File: src/rtl/tagMuxPkg.sv
package tagMuxPkg;

  typedef enum logic [1:0] {
    MX_IDLE,
    MX_HDR,
    MX_PAY
  } muxStateT;

  typedef enum logic {
    DX_HDR,
    DX_PAY
  } demuxStateT;

  // strobes from the mux control to the mux datapath
  typedef struct packed {
    logic hdrPhase;  // link carries the channel header word
    logic popEn;     // remove the head word of the selected input buffer
  } muxStrobeT;

endpackage

File: src/rtl/wordFifo.sv
module wordFifo #(
  parameter int WIDTH = 9,
  parameter int DEPTH = 8
) (
  input  logic             clk,
  input  logic             rstN,
  input  logic             push,
  input  logic [WIDTH-1:0] pushData,
  input  logic             pop,
  output logic [WIDTH-1:0] popData,
  output logic             empty,
  output logic             full
);

  localparam int PTR_W = (DEPTH > 1) ? $clog2(DEPTH) : 1;
  localparam int CNT_W = $clog2(DEPTH + 1);

  logic [WIDTH-1:0] mem [DEPTH];
  logic [PTR_W-1:0] wrPtr;
  logic [PTR_W-1:0] rdPtr;
  logic [CNT_W-1:0] count;

  function automatic logic [PTR_W-1:0] nextPtr(input logic [PTR_W-1:0] p);
    return (int'(p) == DEPTH - 1) ? '0 : p + PTR_W'(1);
  endfunction

  assign empty   = (count == '0);
  assign full    = (count == CNT_W'(DEPTH));
  assign popData = mem[rdPtr];

  always_ff @(posedge clk or negedge rstN) begin
    if (!rstN) begin
      wrPtr <= '0;
      rdPtr <= '0;
      count <= '0;
    end else begin
      if (push) wrPtr <= nextPtr(wrPtr);
      if (pop)  rdPtr <= nextPtr(rdPtr);
      count <= count + CNT_W'(push) - CNT_W'(pop);
    end
  end

  always_ff @(posedge clk) begin
    if (push) mem[wrPtr] <= pushData;
  end

  // a writer never pushes into a full buffer
  p_no_overflow_r1: assert property (@(posedge clk) disable iff (!rstN)
    !(push && full));

  // a reader never pops an empty buffer
  p_no_underflow_r6: assert property (@(posedge clk) disable iff (!rstN)
    !(pop && empty));

  // an unread head word stays put
  p_head_hold_r9: assert property (@(posedge clk) disable iff (!rstN)
    (!empty && !pop) |=> (!empty && $stable(popData)));

endmodule

File: src/rtl/muxDatapath.sv
module muxDatapath
  import tagMuxPkg::*;
#(
  parameter int NUM_CH   = 4,
  parameter int DATA_W   = 8,
  parameter int IN_DEPTH = 8,
  parameter int CH_W     = 2
) (
  input  logic                           clk,
  input  logic                           rstN,
  input  logic [NUM_CH-1:0]              inValid,
  input  logic [NUM_CH-1:0][DATA_W-1:0]  inData,
  input  logic [NUM_CH-1:0]              inLast,
  output logic [NUM_CH-1:0]              inReady,
  input  muxStrobeT                      strobe,
  input  logic [CH_W-1:0]                sel,
  output logic [NUM_CH-1:0]              pktAvail,
  output logic                           headLast,
  output logic [DATA_W-1:0]              linkData
);

  localparam int PC_W = $clog2(IN_DEPTH + 1);

  logic [DATA_W:0] headWord [NUM_CH];

  for (genvar g = 0; g < NUM_CH; g++) begin : gIn
    logic            push;
    logic            pop;
    logic            bufFull;
    logic            bufEmpty;
    logic [PC_W-1:0] pktCnt;

    assign push       = inValid[g] && inReady[g];
    assign pop        = strobe.popEn && (sel == CH_W'(g));
    assign inReady[g] = !bufFull;
    assign pktAvail[g] = (pktCnt != '0);

    wordFifo #(.WIDTH(DATA_W + 1), .DEPTH(IN_DEPTH)) u_inBuf (
      .clk      (clk),
      .rstN     (rstN),
      .push     (push),
      .pushData ({inLast[g], inData[g]}),
      .pop      (pop),
      .popData  (headWord[g]),
      .empty    (bufEmpty),
      .full     (bufFull)
    );

    // complete packets currently held in this buffer
    always_ff @(posedge clk or negedge rstN) begin
      if (!rstN) pktCnt <= '0;
      else pktCnt <= pktCnt + PC_W'(push && inLast[g]) - PC_W'(pop && headWord[g][DATA_W]);
    end

    // a held complete packet implies stored words
    p_cnt_words_r3: assert property (@(posedge clk) disable iff (!rstN)
      pktAvail[g] |-> !bufEmpty);
  end

  assign headLast = headWord[sel][DATA_W];

  always_comb begin
    linkData = '0;
    if (strobe.hdrPhase) linkData[CH_W-1:0] = sel;
    else                 linkData = headWord[sel][DATA_W-1:0];
  end

  // payload is only read from a channel that holds a finished packet
  p_pop_complete_r3: assert property (@(posedge clk) disable iff (!rstN)
    strobe.popEn |-> pktAvail[sel]);

endmodule

File: src/rtl/muxControl.sv
module muxControl
  import tagMuxPkg::*;
#(
  parameter int NUM_CH = 4,
  parameter int CH_W   = 2
) (
  input  logic              clk,
  input  logic              rstN,
  input  logic [NUM_CH-1:0] pktAvail,
  input  logic              headLast,
  input  logic              linkReady,
  output muxStrobeT         strobe,
  output logic [CH_W-1:0]   sel,
  output logic              linkValid,
  output logic              linkLast
);

  muxStateT        state;
  logic [CH_W-1:0] rrLast;
  logic [CH_W-1:0] pick;
  logic            found;

  // round-robin search starting just after the last served channel
  always_comb begin
    found = 1'b0;
    pick  = '0;
    for (int k = 1; k <= NUM_CH; k++) begin
      if (!found && pktAvail[(int'(rrLast) + k) % NUM_CH]) begin
        found = 1'b1;
        pick  = CH_W'((int'(rrLast) + k) % NUM_CH);
      end
    end
  end

  always_ff @(posedge clk or negedge rstN) begin
    if (!rstN) begin
      state  <= MX_IDLE;
      sel    <= '0;
      rrLast <= CH_W'(NUM_CH - 1);
    end else begin
      unique case (state)
        MX_IDLE: if (found) begin
          sel    <= pick;
          rrLast <= pick;
          state  <= MX_HDR;
        end
        MX_HDR:  if (linkReady) state <= MX_PAY;
        MX_PAY:  if (linkReady && headLast) state <= MX_IDLE;
        default: state <= MX_IDLE;
      endcase
    end
  end

  assign linkValid       = (state != MX_IDLE);
  assign linkLast        = (state == MX_PAY) && headLast;
  assign strobe.hdrPhase = (state == MX_HDR);
  assign strobe.popEn    = (state == MX_PAY) && linkReady;

  // the selected channel is frozen for the whole packet
  p_sel_frozen_r3: assert property (@(posedge clk) disable iff (!rstN)
    (linkValid && !(linkReady && linkLast)) |=> (linkValid && $stable(sel)));

endmodule

File: src/rtl/tagDemux.sv
module tagDemux
  import tagMuxPkg::*;
#(
  parameter int NUM_CH    = 4,
  parameter int DATA_W    = 8,
  parameter int OUT_DEPTH = 4,
  parameter int CH_W      = 2
) (
  input  logic                          clk,
  input  logic                          rstN,
  input  logic                          linkValid,
  input  logic [DATA_W-1:0]             linkData,
  input  logic                          linkLast,
  output logic                          linkReady,
  output logic [NUM_CH-1:0]             outValid,
  output logic [NUM_CH-1:0][DATA_W-1:0] outData,
  output logic [NUM_CH-1:0]             outLast,
  input  logic [NUM_CH-1:0]             outReady
);

  demuxStateT      state;
  logic [CH_W-1:0] dest;
  logic [NUM_CH-1:0] outFull;
  logic            payXfer;

  assign linkReady = (state == DX_HDR) ? 1'b1 : !outFull[dest];
  assign payXfer   = (state == DX_PAY) && linkValid && linkReady;

  always_ff @(posedge clk or negedge rstN) begin
    if (!rstN) begin
      state <= DX_HDR;
      dest  <= '0;
    end else begin
      unique case (state)
        DX_HDR: if (linkValid) begin
          dest  <= linkData[CH_W-1:0];
          state <= DX_PAY;
        end
        DX_PAY: if (payXfer && linkLast) state <= DX_HDR;
        default: state <= DX_HDR;
      endcase
    end
  end

  for (genvar g = 0; g < NUM_CH; g++) begin : gOut
    logic bufEmpty;

    assign outValid[g] = !bufEmpty;

    wordFifo #(.WIDTH(DATA_W + 1), .DEPTH(OUT_DEPTH)) u_outBuf (
      .clk      (clk),
      .rstN     (rstN),
      .push     (payXfer && (dest == CH_W'(g))),
      .pushData ({linkLast, linkData}),
      .pop      (outValid[g] && outReady[g]),
      .popData  ({outLast[g], outData[g]}),
      .empty    (bufEmpty),
      .full     (outFull[g])
    );
  end

  // every header word names an existing channel and does not end a packet
  p_hdr_range_r2: assert property (@(posedge clk) disable iff (!rstN)
    (linkValid && state == DX_HDR) |-> (int'(linkData) < NUM_CH && !linkLast));

  // a stalled link word is held by the sender
  p_link_hold_r7: assert property (@(posedge clk) disable iff (!rstN)
    (linkValid && !linkReady) |=> (linkValid && $stable(linkData) && $stable(linkLast)));

endmodule

File: src/rtl/tagStatMux.sv
module tagStatMux
  import tagMuxPkg::*;
#(
  parameter int NUM_CH    = 4,
  parameter int DATA_W    = 8,
  parameter int IN_DEPTH  = 8,
  parameter int OUT_DEPTH = 4
) (
  input  logic                          clk,
  input  logic                          rstN,
  input  logic [NUM_CH-1:0]             inValid,
  input  logic [NUM_CH-1:0][DATA_W-1:0] inData,
  input  logic [NUM_CH-1:0]             inLast,
  output logic [NUM_CH-1:0]             inReady,
  output logic [NUM_CH-1:0]             outValid,
  output logic [NUM_CH-1:0][DATA_W-1:0] outData,
  output logic [NUM_CH-1:0]             outLast,
  input  logic [NUM_CH-1:0]             outReady,
  output logic                          linkValid,
  output logic [DATA_W-1:0]             linkData,
  output logic                          linkLast,
  output logic                          linkReady
);

  localparam int CH_W = $clog2(NUM_CH);

  muxStrobeT         strobe;
  logic [CH_W-1:0]   sel;
  logic [NUM_CH-1:0] pktAvail;
  logic              headLast;

  muxDatapath #(.NUM_CH(NUM_CH), .DATA_W(DATA_W), .IN_DEPTH(IN_DEPTH), .CH_W(CH_W)) u_dp (
    .clk      (clk),
    .rstN     (rstN),
    .inValid  (inValid),
    .inData   (inData),
    .inLast   (inLast),
    .inReady  (inReady),
    .strobe   (strobe),
    .sel      (sel),
    .pktAvail (pktAvail),
    .headLast (headLast),
    .linkData (linkData)
  );

  muxControl #(.NUM_CH(NUM_CH), .CH_W(CH_W)) u_ctl (
    .clk       (clk),
    .rstN      (rstN),
    .pktAvail  (pktAvail),
    .headLast  (headLast),
    .linkReady (linkReady),
    .strobe    (strobe),
    .sel       (sel),
    .linkValid (linkValid),
    .linkLast  (linkLast)
  );

  tagDemux #(.NUM_CH(NUM_CH), .DATA_W(DATA_W), .OUT_DEPTH(OUT_DEPTH), .CH_W(CH_W)) u_dx (
    .clk       (clk),
    .rstN      (rstN),
    .linkValid (linkValid),
    .linkData  (linkData),
    .linkLast  (linkLast),
    .linkReady (linkReady),
    .outValid  (outValid),
    .outData   (outData),
    .outLast   (outLast),
    .outReady  (outReady)
  );

endmodule

File: config.mk
export PLATFORM = sky130hd
export DESIGN_NAME = tagStatMux
export DESIGN_NICKNAME = d
export VERILOG_FILES = /design/src/rtl/tagMuxPkg.sv /design/src/rtl/wordFifo.sv /design/src/rtl/muxDatapath.sv /design/src/rtl/muxControl.sv /design/src/rtl/tagDemux.sv /design/src/rtl/tagStatMux.sv
export SDC_FILE = /design/constraint.sdc
export NUM_CORES = 1
export LEC_CHECK = 0
export BUFFER_PORTS_ARGS = -buffer_cell sky130_fd_sc_hd__buf_4
export CORE_ASPECT_RATIO = 0.75
export CORE_UTILIZATION = 55
export CTS_BUF_LIST = sky130_fd_sc_hd__clkbuf_2
export CTS_CLUSTER_SIZE = 24
export DETAILED_ROUTE_END_ITERATION = 10
export PLACE_DENSITY = 0.73
export SYNTH_ARGS = -nofsm -noshare
export SYNTH_HDL_FRONTEND = slang
export SYNTH_SLANG_ARGS = --single-unit
File: constraint.sdc
create_clock -name clk -period 8.9 [get_ports clk]
set_clock_uncertainty 0.15 [all_clocks]
set_input_delay 0.445 -clock clk [delete_from_list [all_inputs] [get_ports clk]]
set_output_delay 0.445 -clock clk [all_outputs]
set_load 0.05 [all_outputs]
### Yosys cells after proc, flatten, opt, wreduce, memory -nomap -nowiden

Memory sizes are Yosys's and may differ from the RTL's.
Cells that the tools add are included.

* word-level logic and storage cells: 263
* bits in writable memories: 432
* register bits: 93
* memories kept: 8
* output and inout port bits: 55

Memories
* u_dp.gIn[0].u_inBuf.mem: words 8, bits a word 9, rd ports 1, clocked after Yosys merged registers in 0, wr ports 1, RTL line wordFifo.sv:18 `logic [WIDTH-1:0] mem [DEPTH];`
* u_dp.gIn[1].u_inBuf.mem: words 8, bits a word 9, rd ports 1, clocked after Yosys merged registers in 0, wr ports 1, RTL line wordFifo.sv:18
* u_dp.gIn[2].u_inBuf.mem: words 8, bits a word 9, rd ports 1, clocked after Yosys merged registers in 0, wr ports 1, RTL line wordFifo.sv:18
* u_dp.gIn[3].u_inBuf.mem: words 8, bits a word 9, rd ports 1, clocked after Yosys merged registers in 0, wr ports 1, RTL line wordFifo.sv:18
* u_dx.gOut[0].u_outBuf.mem: words 4, bits a word 9, rd ports 1, clocked after Yosys merged registers in 0, wr ports 1, RTL line wordFifo.sv:18
* u_dx.gOut[1].u_outBuf.mem: words 4, bits a word 9, rd ports 1, clocked after Yosys merged registers in 0, wr ports 1, RTL line wordFifo.sv:18
* 2 more memories

* eq/ne operators: 35
* reductions and logical operators: 64
* add/sub/neg operators: 44
* bitwise operators: 6
* magnitude comparators: 6
* muxes and demuxes: 67

Operators by type and width (count)
* $logic_and A1 B1 Y1: 33
* $add A4 B1 Y4: 8
* $mux W1: 32
* $mux W2: 16
* $sub A4 B1 Y4: 8
* $add A3 B1 Y3 const B: 8
* $eq A3 B1 Y1 const B: 8
* $mux W3: 8
* $eq A2 B1 Y1 const B: 11
* $add A2 B1 Y2 const B: 10
* $bmux W9 S2: 1
* $mux W9: 2
* $eq A4 B4 Y1 const B: 4
* $lt A3 B4 Y1 const B: 4
* $reduce_bool A4 Y1: 4
* $add A3 B1 Y3: 4
* $eq A3 B3 Y1 const B: 4
* $logic_not A1 Y1: 12
* $logic_not A3 Y1: 4
* $sub A3 B1 Y3: 4
* $bmux W1 S2: 5
* $eq A2 B2 Y1 const B: 5
* $reduce_or A2 Y1: 4
* $logic_not A2 Y1: 3
* other kinds (13): 20

### Logic depth before layout (Yosys ltp)

* depth after elaboration: 18
* mapped depth: 12

### Modules after synthesis

From an unflattened synthesis, not the netlist that was laid out.

* cells, all modules: 1178
* area total of the unflattened synthesis: 22335.2 um^2

By module, submodules not included
* wordFifo at u_dp.gIn[0].u_inBuf ...: sequential area each 2412.3 um^2, area each 3373.2 um^2, cells each 162, times used 4
* wordFifo at u_dx.gOut[0].u_outBuf ...: sequential area each 1256.2 um^2, area each 1711.6 um^2, cells each 83, times used 4
* muxDatapath: sequential area each 400.4 um^2, area each 1423.9 um^2, cells each 137, times used 1
* muxControl: sequential area each 152.6 um^2, area each 351.6 um^2, cells each 37, times used 1
* tagDemux: sequential area each 75.1 um^2, area each 220.2 um^2, cells each 24, times used 1

### Least setup slack after synthesis

Ideal clock, no wire load.

* path type: reg-to-reg
* start: reg u_dp.gIn[3].u_inBuf.rdPtr[1]
* end: mem u_dx.gOut[0].u_outBuf.mem[0][0] (data pin)
* path slack: 5.560 ns
* setup time: 0.460 ns
* stages on the path, launching flop included: 8
* buffers on the path: 2
* data arrival time: 2.730 ns
* path through: dfrtp_1 > clkbuf_1 > buf_2 > mux2i_1 > nand3_1 > nand3_1 > o22a_1 > a31oi_1

* cells in the longest elaborated chain, start to end: 5

Ends and longest elaborated chain
* start, declared: RTL line wordFifo.sv:20 `logic [PTR_W-1:0] rdPtr;`
* start signal, assigned: RTL line wordFifo.sv:38 `if (pop) rdPtr <= nextPtr(rdPtr);`
* $mem_v2 Z8 W9
* $bmux W9 S2: RTL line muxDatapath.sv:65 `else linkData = headWord[sel][DATA_W-1:0];`
* $mux W9 (not written as such) (2 in a row): RTL line muxDatapath.sv:65
* $mux W2: RTL line muxDatapath.sv:64 `if (strobe.hdrPhase) linkData[CH_W-1:0] = sel;`
* via linkData[0]: RTL line tagStatMux.sv:20 `output logic [DATA_W-1:0] linkData,`
* end, declared: RTL line wordFifo.sv:18

The timed path passes the listed nets, and every way through them passes these cells. The select of a mux whose other input is x is not followed.

### Worst setup path in the final report

* start: reg u_dp.gIn[3].u_inBuf.rdPtr[0]
* end: out linkData[1]

* cells in the longest elaborated chain, start to end: 5

Ends and longest elaborated chain (RTL line)
* $mem_v2 Z8 W9
* $bmux W9 S2: muxDatapath.sv:65
* $mux W9 (not written as such) (2 in a row): muxDatapath.sv:65
* $mux W2: muxDatapath.sv:64
* end, declared: tagStatMux.sv:20

No other way between the ends. The select of a mux whose other input is x is not followed.

==> results.py <==
metrics = {
    "drt": {
        "first_pass_iters": 5,
        "via_count": 12000,
        "drc": 0,
        "wl_per_cell_um": 20.5,
        "routed_wl_um": 44200,
        "ant_nets": 0,
        "dr.first_iter.drc_count": 1032,
        "via_per_inst": 5.58,
    },
    "global_route": {
        "overflow": 0,
        "grt_max_degree": 79,
        "track_usage": 0.226,
        "grt_pass1_wl_um": 69100,
        "grt_pass1_vias": 12500,
        "antenna_found_initial": 2,
    },
    "place": {
        "io_buffers": 100,
        "globalplace.congestion": 0.825,
        "dp_hpwl_um": 28000,
        "dp_cells": 1853,
    },
    "logic_synthesis": {
        "syn-cell-area_mm2": 0.0219,
        "ys.flop_type": "edfxtp_1",
        "synth_area_leader_cell": "edfxtp_1",
        "netlist_instances": 1260,
        "yosys_warnings": 0,
        "syn_nets": 1402,
        "synth_cell_types": 51,
        "syn_avg_cell_area_um2": 17.4,
        "synth_top_area_frac": 0.592,
        "synth-edff-count": 432,
        "synth-seq-cells": 525,
        "synthArstFlopShare": 0.177,
        "synth_area_leaders": "edfxtp_1 (59%), dfrtp_1 (10%), mux4_2 (8.6%)",
        "synth_seq_area_share": 0.698,
    },
    "clocking": {
        "htreeDepth": 3,
        "cts_tree": "done",
        "post_cts_buffers": 0,
        "cts.sinks": 525,
        "numCtsBuffers": 118,
        "ctsResizeCount": 0,
        "hold_buffers": 84,
        "cts_root_buf": "clkbuf_2",
        "cts_buffer_depth": 3,
        "clkLatencyLatePin_ps": 1090,
        "clk_pin_slew_ps": 120,
    },
    "floorplan": {
        "pin_count": 101,
        "start_util": 0.565,
        "die_area_mm2": 0.0407,
        "die_w_um": 233,
        "fp.coreArea_mm2": 0.0388,
        "rows": 62,
        "die_y_um": 175,
    },
    "timing": {
        "timing.final.crit_share": 0.525,
        "rsz0062_at_grt": "no",
        "tns_ps": 0,
        "finalMaxSlewViolations": 0,
        "relSlewSlack": 0.172,
        "fmax_mhz": 214,
        "max_slew.worst_pin.slew_ps": 1230,
        "setup_viol": 0,
        "finalCriticalPeriod_ps": 4670,
        "finalHoldViolations": 0,
    },
    "layout": {
        "num-fill-cells": 2738,
        "seq_area_mm2": 0.0153,
        "area_delta_synth_final_pct": 15.8,
        "mostFrequentLayoutCell": "edfxtp_1",
        "fin_cells": 2157,
        "layout-drive-gt1-share": 0.276,
        "fin_nets": 1687,
        "multiInputGateArea_mm2": 0.00624,
        "final_cell_mix": "edfxtp_1 (432), clkbuf_2 (179), buf_4 (119)",
    },
    "power": {
        "leakagePower_nw": 9.64,
        "vdd_drop_max_mv": 0.171,
        "pwr_density_cell_mw_per_mm2": 352,
    },
    "worst_setup_path": {
        "r2r_start": "u_dx.gOut[2].u_outBuf.count[1]",
        "regToRegSetupSlack_ps": 5270,
        "path_class": "reg -> out",
        "endpoint_kind": "output port",
        "required_ps": 8310,
        "cp-start-kind": "flip-flop",
        "r2r-end": "u_dp.gIn[1].u_inBuf.count[2]",
        "rr_worst_depth": 10,
        "arrival_ps": 4080,
        "path_max_fanout": 21,
    },
    "status": {
        "status": "complete, no violations",
    },
    "worst_hold_path": {
        "hold_path.class": "in -> async",
    },
    "job": {
        "cap_violations": 0,
    },
}
## final cells by class
class,instances,area share
Tap cell,512,0.0252
Inverter,89,0.0132
Multi-Input combinational cell,608,0.246
Clock buffer,179,0.0353
Antenna cell,1,0.0000986
Clock inverter,40,0.00932
Sequential cell,525,0.603
Timing Repair Buffer,203,0.0683
## worst max path at each step
| stage | startpoint | to | slack [ps] |
|---|---|---|---|
| 3_5_place_dp | u_dp.gIn[3].u_inBuf.rdPtr[0] | linkData[1] | 5310 |
| 6_report | u_dp.gIn[3].u_inBuf.rdPtr[0] | linkData[1] | 4230 |
| 4_1_cts | u_dp.gIn[3].u_inBuf.rdPtr[0] | linkData[1] | 4120 |
| 5_1_grt | u_dp.gIn[3].u_inBuf.rdPtr[0] | linkData[1] | 3890 |
| 2_1_floorplan | u_dp.gIn[3].u_inBuf.rdPtr[1] | u_dx.gOut[0].u_outBuf.mem[0][0] | 5560 |
| 3_3_place_gp | u_dx.dest[1] | u_dp.gIn[0].u_inBuf.count[2] | 5430 |
## kinds of logic (layout without fill, tap and decap cells)
logic type	after synthesis	after routing	synth area share
compound gates	83	83	0.0270
xor+xnor	24	24	0.00959
fa+ha+maj	96	96	0.0589
buf+inv	127	511	0.0225
flops	525	525	0.698
mux	184	184	0.134
other cells	0	1	0
simple gates	221	221	0.0502
## critical path, cell delays in order, from the launching register on
cell     delay, ps
dfrtp_1       1030
nor2_1         190
a22oi_1        230
nand3_1        160
o22a_1         260
a31oi_2        790
buf_4          340
## stage by stage
step	cell area, µm²	worst slack, ps	hold WS [ps]	utilization	total power, W
after floorplan	21900	5560	-0.591	-	0.00627
after global placement	23400	5430	172	0.604	0.00732
after detailed placement	23400	5310	180	0.604	0.00744
after CTS	25400	4120	21.0	0.654	0.00901
after global routing	25400	3890	72.9	0.654	0.00948
final	25400	4230	88.9	0.654	0.00894
## metal layers
metal | vias up | part of all wire | track usage
li1 | 5480 | - | -
met1 | 6057 | 0.44 | 0.328
met2 | 418 | 0.47 | 0.348
met3 | 75 | 0.062 | 0.0457
met4 | 0 | 0.020 | 0.0727
met5 | - | 0 | 0
## cells in the mapped netlist, types with 7 or more instances
cell type,n
xor2_1,7
dfrtp_1,91
ha_1,84
buf_1,12
o21ai_0,10
nand3_1,25
nor2_1,55
nand2_1,43
xnor2_1,17
mux2_2,25
o22ai_1,12
inv_1,89
nor3_1,24
and2_1,17
mux4_2,84
buf_2,8
a21o_1,16
nand2b_1,15
nor2b_1,11
edfxtp_1,432
a21oi_1,12
mux2i_1,73
clkbuf_1,17
a22oi_1,9
fa_1,12
## power breakdown
group | internal [W] | total, W | switching (W) | leakage [nW]
registers | 0.00341 | 0.00382 | 0.000418 | 5.03
logic | 0.00139 | 0.00357 | 0.00218 | 3.75
clock network | 0.000605 | 0.00154 | 0.000937 | 0.858
total | 0.00540 | 0.00894 | 0.00354 | 9.64
## state kept, by name, summed over array words and instances (netlist names)
| name | count |
|---|---|
| u_dx.dest | 2 |
| u_dp.gIn.u_inBuf.count | 16 |
| u_ctl.state | 2 |
| u_dx.gOut.u_outBuf.wrPtr | 8 |
| u_ctl.sel | 2 |
| u_dp.gIn.u_inBuf.wrPtr | 12 |
| u_dx.gOut.u_outBuf.mem | 144 |
| u_dx.gOut.u_outBuf.rdPtr | 8 |
| u_dp.gIn.pktCnt | 16 |
| u_dx.state | 1 |
| u_dx.gOut.u_outBuf.count | 12 |
| u_ctl.rrLast | 2 |
| u_dp.gIn.u_inBuf.mem | 288 |
| u_dp.gIn.u_inBuf.rdPtr | 12 |
Power figures use the tool's default switching activity.
